## config.mk

```make
export PLATFORM = sky130hd
export DESIGN_NAME = can_acc_filter
export DESIGN_NICKNAME = d
export VERILOG_FILES = /design/src/rtl/can_flt_pkg.sv /design/src/rtl/can_flt_cfg.sv /design/src/rtl/can_flt_bank.sv /design/src/rtl/can_flt_pick.sv /design/src/rtl/can_acc_filter.sv
export SDC_FILE = /design/constraint.sdc
export NUM_CORES = 2
export LEC_CHECK = 0
export ABC_AREA = 1
export BUFFER_PORTS_ARGS = -buffer_cell sky130_fd_sc_hd__buf_2
export CORE_UTILIZATION = 30
export CTS_CLUSTER_DIAMETER = 30
export DETAILED_ROUTE_END_ITERATION = 8
export RECOVER_POWER = 25
export SLEW_MARGIN = 20
export SYNTH_ARGS = -nofsm -noshare
export SYNTH_HDL_FRONTEND = slang
export SYNTH_SLANG_ARGS = --single-unit
```

## constraint.sdc

```tcl
create_clock -name clk -period 13.94 [get_ports clk]
set_input_delay 0 -clock clk [delete_from_list [all_inputs] [get_ports clk]]
set_output_delay 0 -clock clk [all_outputs]
set_load 0.02 [all_outputs]
```

## src/rtl/can_flt_pkg.sv

```systemverilog
package can_flt_pkg;

   typedef enum logic [1:0] {
      LAY_MASK16 = 2'b00,
      LAY_LIST16 = 2'b01,
      LAY_MASK32 = 2'b10,
      LAY_LIST32 = 2'b11
   } lay_e;

   localparam logic [31:0] IDE_BIT32 = 32'h0000_0004;
   localparam logic [15:0] IDE_BIT16 = 16'h0008;

   // filters carried by one bank for a given layout
   function automatic logic [2:0] lay_count(lay_e t);
      case (t)
         LAY_MASK16: lay_count = 3'd2;
         LAY_LIST16: lay_count = 3'd4;
         LAY_MASK32: lay_count = 3'd1;
         default:    lay_count = 3'd2;
      endcase
   endfunction

   function automatic logic [31:0] frame_img32(logic ide, logic rtr, logic [28:0] id);
      if (ide) frame_img32 = {id, 1'b1, rtr, 1'b0};
      else     frame_img32 = {id[10:0], 18'd0, 1'b0, rtr, 1'b0};
   endfunction

   function automatic logic [15:0] frame_img16(logic [31:0] i32);
      frame_img16 = {i32[31:21], i32[1], i32[2], i32[20:18]};
   endfunction

   function automatic logic [1:0] first_slot(logic [3:0] h);
      if (h[0])      first_slot = 2'd0;
      else if (h[1]) first_slot = 2'd1;
      else if (h[2]) first_slot = 2'd2;
      else           first_slot = 2'd3;
   endfunction

endpackage

```

## src/rtl/can_flt_cfg.sv

```systemverilog
module can_flt_cfg #(
   parameter int NUM_BANKS = 8,
   parameter int AW        = $clog2(4 + 2*NUM_BANKS)
) (
   input  logic                         clk,
   input  logic                         rst_n,
   input  logic                         wr,
   input  logic [AW-1:0]                addr,
   input  logic [31:0]                  wdata,
   output logic                         lock_o,
   output logic [NUM_BANKS-1:0]         mode_o,
   output logic [NUM_BANKS-1:0]         scale_o,
   output logic [NUM_BANKS-1:0]         act_o,
   output logic [NUM_BANKS-1:0][31:0]   w1_o,
   output logic [NUM_BANKS-1:0][31:0]   w2_o
);
   localparam int A_LOCK  = 0;
   localparam int A_MODE  = 1;
   localparam int A_SCALE = 2;
   localparam int A_ACT   = 3;
   localparam int A_WORD0 = 4;

   logic                       lock_q;
   logic [NUM_BANKS-1:0]       mode_q, scale_q, act_q;
   logic [NUM_BANKS-1:0][31:0] w1_q, w2_q;

   always_ff @(posedge clk or negedge rst_n) begin
      if (!rst_n) begin
         lock_q  <= 1'b0;
         mode_q  <= '0;
         scale_q <= '0;
         act_q   <= '0;
         w1_q    <= '0;
         w2_q    <= '0;
      end else if (wr) begin
         if (int'(addr) == A_LOCK)  lock_q <= wdata[0];
         if (int'(addr) == A_ACT)   act_q  <= wdata[NUM_BANKS-1:0];
         if (lock_q) begin
            if (int'(addr) == A_MODE)  mode_q  <= wdata[NUM_BANKS-1:0];
            if (int'(addr) == A_SCALE) scale_q <= wdata[NUM_BANKS-1:0];
            for (int b = 0; b < NUM_BANKS; b++) begin
               if (int'(addr) == A_WORD0 + 2*b)     w1_q[b] <= wdata;
               if (int'(addr) == A_WORD0 + 2*b + 1) w2_q[b] <= wdata;
            end
         end
      end
   end

   assign lock_o  = lock_q;
   assign mode_o  = mode_q;
   assign scale_o = scale_q;
   assign act_o   = act_q;
   assign w1_o    = w1_q;
   assign w2_o    = w2_q;


   mode_lock_chk: assert property (@(posedge clk) disable iff (!rst_n)
      !$past(lock_q) |-> $stable(mode_q));


   scale_lock_chk: assert property (@(posedge clk) disable iff (!rst_n)
      !$past(lock_q) |-> $stable(scale_q));

   for (genvar b = 0; b < NUM_BANKS; b++) begin : g_wchk

      word_lock_chk: assert property (@(posedge clk) disable iff (!rst_n)
         !$past(lock_q) |-> ($stable(w1_q[b]) && $stable(w2_q[b])));
   end

endmodule

```

## src/rtl/can_flt_bank.sv

```systemverilog
module can_flt_bank
   import can_flt_pkg::*;
(
   input  logic        mode,
   input  logic        scale,
   input  logic        act,
   input  logic [31:0] w1,
   input  logic [31:0] w2,
   input  logic [31:0] img32,
   input  logic [15:0] img16,
   output logic [3:0]  hit
);
   lay_e lay;
   logic [3:0] raw;

   assign lay = lay_e'({scale, mode});

   always_comb begin
      raw = '0;
      case (lay)
         LAY_LIST16: begin
            raw[0] = (img16 == w1[15:0]);
            raw[1] = (img16 == w1[31:16]);
            raw[2] = (img16 == w2[15:0]);
            raw[3] = (img16 == w2[31:16]);
         end
         LAY_MASK16: begin
            raw[0] = (((img16 ^ w1[15:0]) & (w1[31:16] | IDE_BIT16)) == 16'd0);
            raw[1] = (((img16 ^ w2[15:0]) & (w2[31:16] | IDE_BIT16)) == 16'd0);
         end
         LAY_MASK32: begin
            raw[0] = (((img32 ^ w1) & (w2 | IDE_BIT32)) == 32'd0);
         end
         default: begin
            raw[0] = (img32 == w1);
            raw[1] = (img32 == w2);
         end
      endcase
   end

   assign hit = act ? raw : 4'd0;

endmodule

```

## src/rtl/can_flt_pick.sv

```systemverilog
module can_flt_pick
   import can_flt_pkg::*;
#(
   parameter int NUM_BANKS = 8,
   parameter int IW        = $clog2(4*NUM_BANKS + 1)
) (
   input  logic                        clk,
   input  logic                        rst_n,
   input  logic                        in_vld,
   input  logic [NUM_BANKS-1:0][3:0]   in_hits,
   input  logic [NUM_BANKS-1:0][1:0]   in_lay,
   output logic                        out_vld,
   output logic                        out_hit,
   output logic [IW-1:0]               out_idx
);
   logic          found;
   logic [IW-1:0] base, idx_c, total;

   always_comb begin
      base  = '0;
      found = 1'b0;
      idx_c = '0;
      for (int b = 0; b < NUM_BANKS; b++) begin
         if (!found && (in_hits[b] != 4'd0)) begin
            found = 1'b1;
            idx_c = base + IW'(first_slot(in_hits[b]));
         end
         base = base + IW'(lay_count(lay_e'(in_lay[b])));
      end
      total = base;
   end

   always_ff @(posedge clk or negedge rst_n) begin
      if (!rst_n) begin
         out_vld <= 1'b0;
         out_hit <= 1'b0;
         out_idx <= '0;
      end else begin
         out_vld <= in_vld;
         out_hit <= in_vld && found;
         out_idx <= (in_vld && found) ? idx_c : '0;
      end
   end


   idx_range_chk: assert property (@(posedge clk) disable iff (!rst_n)
      out_hit |-> (out_idx < $past(total)));

endmodule

```

## src/rtl/can_acc_filter.sv

```systemverilog
module can_acc_filter
   import can_flt_pkg::*;
#(
   parameter int NUM_BANKS = 8,
   parameter int AW        = $clog2(4 + 2*NUM_BANKS),
   parameter int IW        = $clog2(4*NUM_BANKS + 1)
) (
   input  logic          clk,
   input  logic          rst_n,
   input  logic          frm_vld,
   input  logic          frm_ide,
   input  logic          frm_rtr,
   input  logic [28:0]   frm_id,
   input  logic          cfg_wr,
   input  logic [AW-1:0] cfg_addr,
   input  logic [31:0]   cfg_wdata,
   output logic          match_vld,
   output logic          match_hit,
   output logic [IW-1:0] match_idx
);
   if (NUM_BANKS < 1 || NUM_BANKS > 32) begin : g_bad_banks
      $error("NUM_BANKS must be 1..32");
   end
   if (AW < $clog2(4 + 2*NUM_BANKS)) begin : g_bad_aw
      $error("AW too narrow for the register map");
   end
   if (IW < $clog2(4*NUM_BANKS + 1)) begin : g_bad_iw
      $error("IW too narrow for the match index");
   end

   logic                       lock;
   logic [NUM_BANKS-1:0]       mode, scale, act;
   logic [NUM_BANKS-1:0][31:0] w1, w2;
   logic [NUM_BANKS-1:0][3:0]  raw_hits;
   logic [NUM_BANKS-1:0][1:0]  lay_now;
   logic [31:0]                img32;
   logic [15:0]                img16;

   logic                       s1_vld;
   logic [NUM_BANKS-1:0][3:0]  s1_hits;
   logic [NUM_BANKS-1:0][1:0]  s1_lay;

   can_flt_cfg #(.NUM_BANKS(NUM_BANKS), .AW(AW)) u_cfg (
      .clk(clk), .rst_n(rst_n), .wr(cfg_wr), .addr(cfg_addr), .wdata(cfg_wdata),
      .lock_o(lock), .mode_o(mode), .scale_o(scale), .act_o(act),
      .w1_o(w1), .w2_o(w2)
   );

   assign img32 = frame_img32(frm_ide, frm_rtr, frm_id);
   assign img16 = frame_img16(img32);

   for (genvar b = 0; b < NUM_BANKS; b++) begin : g_bank
      can_flt_bank u_bank (
         .mode(mode[b]), .scale(scale[b]), .act(act[b]),
         .w1(w1[b]), .w2(w2[b]),
         .img32(img32), .img16(img16),
         .hit(raw_hits[b])
      );
      assign lay_now[b] = {scale[b], mode[b]};
   end

   always_ff @(posedge clk or negedge rst_n) begin
      if (!rst_n) begin
         s1_vld  <= 1'b0;
         s1_hits <= '0;
         s1_lay  <= '0;
      end else begin
         s1_vld <= frm_vld;
         if (frm_vld) begin
            s1_hits <= lock ? '0 : raw_hits;
            s1_lay  <= lay_now;
         end
      end
   end

   can_flt_pick #(.NUM_BANKS(NUM_BANKS), .IW(IW)) u_pick (
      .clk(clk), .rst_n(rst_n),
      .in_vld(s1_vld), .in_hits(s1_hits), .in_lay(s1_lay),
      .out_vld(match_vld), .out_hit(match_hit), .out_idx(match_idx)
   );


   match_vld_chk: assert property (@(posedge clk) disable iff (!rst_n)
      match_vld |-> $past(frm_vld, 2));


   hit_vld_chk: assert property (@(posedge clk) disable iff (!rst_n)
      match_hit |-> match_vld);


   lock_block_chk: assert property (@(posedge clk) disable iff (!rst_n)
      (s1_vld && $past(lock)) |=> !match_hit);

endmodule

```

==> summary.txt <==
Status
  • Status: finished with violations
  • Violated checks: max-capacitance violations, max-slew violations

Routing
  • Initial drt markers: 4548
  • ANT nets after route: 0
  • 1st-pass router iterations: 8
  • Vias/cell: 5.516
  • Wire per inst: 25.48 um
  • Vias: 36.29k
  • DRC violations left: 0
  • Routed met2 length: 67800 um
  • Wire length on met1: 71560 um
  • Routed WL: 167600 um
  • WL met3: 20900 um
  • Max layer used: met5

Clock network
  • Num CTS Buffers: 115
  • CTS Buffer Depth: 3
  • CTS root buffer: clkbuf_16
  • Hold buffer count at cts: 37
  • Post-cts resize count: 0
  • Latest clock arrival within the worst-skew pair: 0.72 ns
  • H-tree Lvls: 3
  • CTS Sinks: 592
  • Clock-pin slew on the worst setup and hold paths: 0.05 ns
  • CTS tree: done
  • Postcts setup bufs: 0

Final layout
  • Area grow syn2layout: 17.36%
  • Final Util: 0.3565
  • Layout cell share with drive strength beyond 1: 0.09321
  • Layout Nets: 4961

Floorplan
  • Top Ports: 80
  • Die X: 356.5 um
  • Core box area: 124100 um2
  • FP Rows: 129
  • Starting density of the core: 0.3038
  • Chip height: 356.5 um
  • Die area: 127100 um2

Timing
  • Endpoints failing hold: 0
  • Max-slew violations: 224
  • Unrepaired setup endpoints after global routing: false
  • F_max: 127.3 MHz
  • Final setup fails: 0
  • Tcrit/Tclk final: 0.5635
  • Clock Skews: 0.05166 ns
  • Setup ws final: 6.084 ns
  • Worst slew pin tran: 6.850 ns
  • Max_slew headroom: -3.567
  • Setup TNS: 0 ns
  • Crit path time final: 7.856 ns
  • Final hold slack: 0.05431 ns

Logic synthesis
  • Netlist Area Pre-Place: 37710 um2
  • Synth Area in Simple Gates: 0.2092
  • Top cell type's share of synthesized area: 0.3929
  • Ys Warns: 0
  • Cell with the most instances after synthesis: nand2_1
  • Syn Inst Count: 4753
  • Distinct cell type count of the synthesized netlist: 69
  • Synthesized area per cell: 7.933 um2
  • Area leader, netlist: dfrtp_1
  • Synth Area in Compound Gates: 0.1536
  • Asr flop ratio synth: 1.000
  • Adder-cell share of the synthesized area: 0.01951
  • Register area share after synthesis: 0.3929
  • Post-Synth XOR/XNOR Area: 0.1538
  • Synth Register Bits: 592
  • Syn_nets: 4879
  • Most instantiated cells after synthesis: nand2_1 (1056), o21ai_0 (625), dfrtp_1 (592)
  • Ranking of synthesized cells by area: dfrtp_1 (39%), xor2_1 (13%), nand2_1 (11%), o21ai_0 (8.3%), inv_1 (4.1%)
  • Dominant synthesized flop cell: dfrtp_1
  • Mux share of post-synthesis cell area: 0.0002655
  • Number of synthesized flops with an enable pin: 0
  • Main combinational cell family by area after synthesis: simple AND/OR/NAND/NOR gates

Global routing
  • Pin count of the biggest net entering global routing: 169
  • Initial antenna violation count: 16
  • GRT Total Usage: 0.2588
  • Global-route wire length before repair: 241200 um
  • GRT overflow: 0
  • Vias in the first global route: 34.30k

Critical path
  • Largest fanout on the critical path: 118
  • Req. time, crit path: 13.99 ns
  • Element type at the critical path end: asynchronous set/reset pin
  • Worst Reg-to-Reg Cells: 29
  • CP Data Arrival Time: 7.90 ns
  • Startpoint Class: input port
  • Kind of critical path: in -> async

Hold path
  • Hold-critical path depth: 4
  • Worst min path class: in -> reg

Pwr
  • Leakage: 20.21 nW
  • VDD IR max: 98.43 uV
  • Power Dens Cells: 180.4 nW/um2
  • Pwr Total: 0.007983 W

Placed design
  • GP Congestion: 0.9905
  • Pre-CTS setup slack: 8.638 ns
  • Port Buffers: 79
  • DP HPWL: 111500 um

Job
  • Max Cap Viol: 3
## layout make-up
type / count / area (um2)
diodes: 7 / 17.52
clock buffers: 139 / 3128
clock inverters: 78 / 899.6
fillers: 13000 / 79870
inverters: 420 / 1579
multi-input cells: 3510 / 20410
flip-flops and latches: 592 / 14810
well taps: 1637 / 2048
repair buffers: 196 / 1361
## sequential cells by signal (all words and copies together) (netlist names), 6 cells and up
signal,cells
u_pick.out_idx,6
u_cfg.w1_o,256
s1_lay,14
u_cfg.scale_o,8
u_cfg.mode_o,8
u_cfg.act_o,8
s1_hits,32
u_cfg.w2_o,256
## worst paths after layout
| kind | from | end | slack [ns] |
|---|---|---|---|
| min | cfg_wdata[13] | u_cfg.w1_o[205] | 0.05 |
| min reg2reg | s1_vld | u_pick.out_vld | 0.41 |
| max in group clk | s1_lay[0] | u_pick.out_idx[5] | 8.61 |
| min in group asynchronous | rst_n | u_cfg.w2_o[128] | 2.47 |
| max | rst_n | u_pick.out_idx[4] | 6.08 |
| max reg2reg | s1_lay[0] | u_pick.out_idx[5] | 8.61 |
## worst max-delay path, stage by stage
cell and delay, ns:
dlygate4sd3_1 0.52, clkbuf_1 4.73, clkbuf_1 2.52
## layout by cell type (no fill, tap or decap), types with 24 or more instances in the layout
cell type / netlist / routed
o2111ai_1: 34 / 34
nor2_1: 272 / 271
nor4_1: 92 / 91
inv_1: 410 / 404
dfrtp_1: 592 / 592
nand2_1: 1056 / 1050
o21ai_0: 625 / 625
buf_4: 19 / 78
nand3_1: 112 / 98
o22ai_1: 94 / 94
a22o_1: 28 / 28
nand4_1: 97 / 97
a21oi_1: 58 / 58
nor3_1: 60 / 60
nand2_2: 37 / 41
dlygate4sd3_1: 0 / 37
xnor2_1: 107 / 107
a2111oi_0: 26 / 26
a221oi_1: 24 / 24
a211oi_1: 24 / 24
clkbuf_16: 0 / 115
buf_2: 54 / 68
xor2_1: 555 / 555
ha_1: 46 / 46
## logic make-up after synthesis
family,count (synthesis)
flip-flops,592
AND/OR/NAND/NOR,1805
AO/OA/AOI/OAI,988
XOR/XNOR,662
multiplexers,1
adder cells (fa/ha/maj),54
buffers and inverters,651
## power by group
part | leakage (nW) | switching (W) | internal, W
Sequential | 7.67 | 0.000447 | 0.00203
Combinational | 10.6 | 0.00168 | 0.000977
Clock | 1.96 | 0.00105 | 0.00179
## per-stage QoR
step           std cells  instance area, um2
5_1_grt             6572               44240
4_1_cts             6572               44200
2_1_floorplan       4753               37710
6_report            6579               44250
3_5_place_dp        6318               39800
3_3_place_gp        6318               39790
## per-layer routing
layer | up-vias | GRT usage
met4 | 6 | 0.1079
li1 | 16090 | -
met3 | 428 | 0.06604
met2 | 2217 | 0.3639
met5 | - | 0
met1 | 17550 | 0.3719
(Power assumes the default switching activity.)
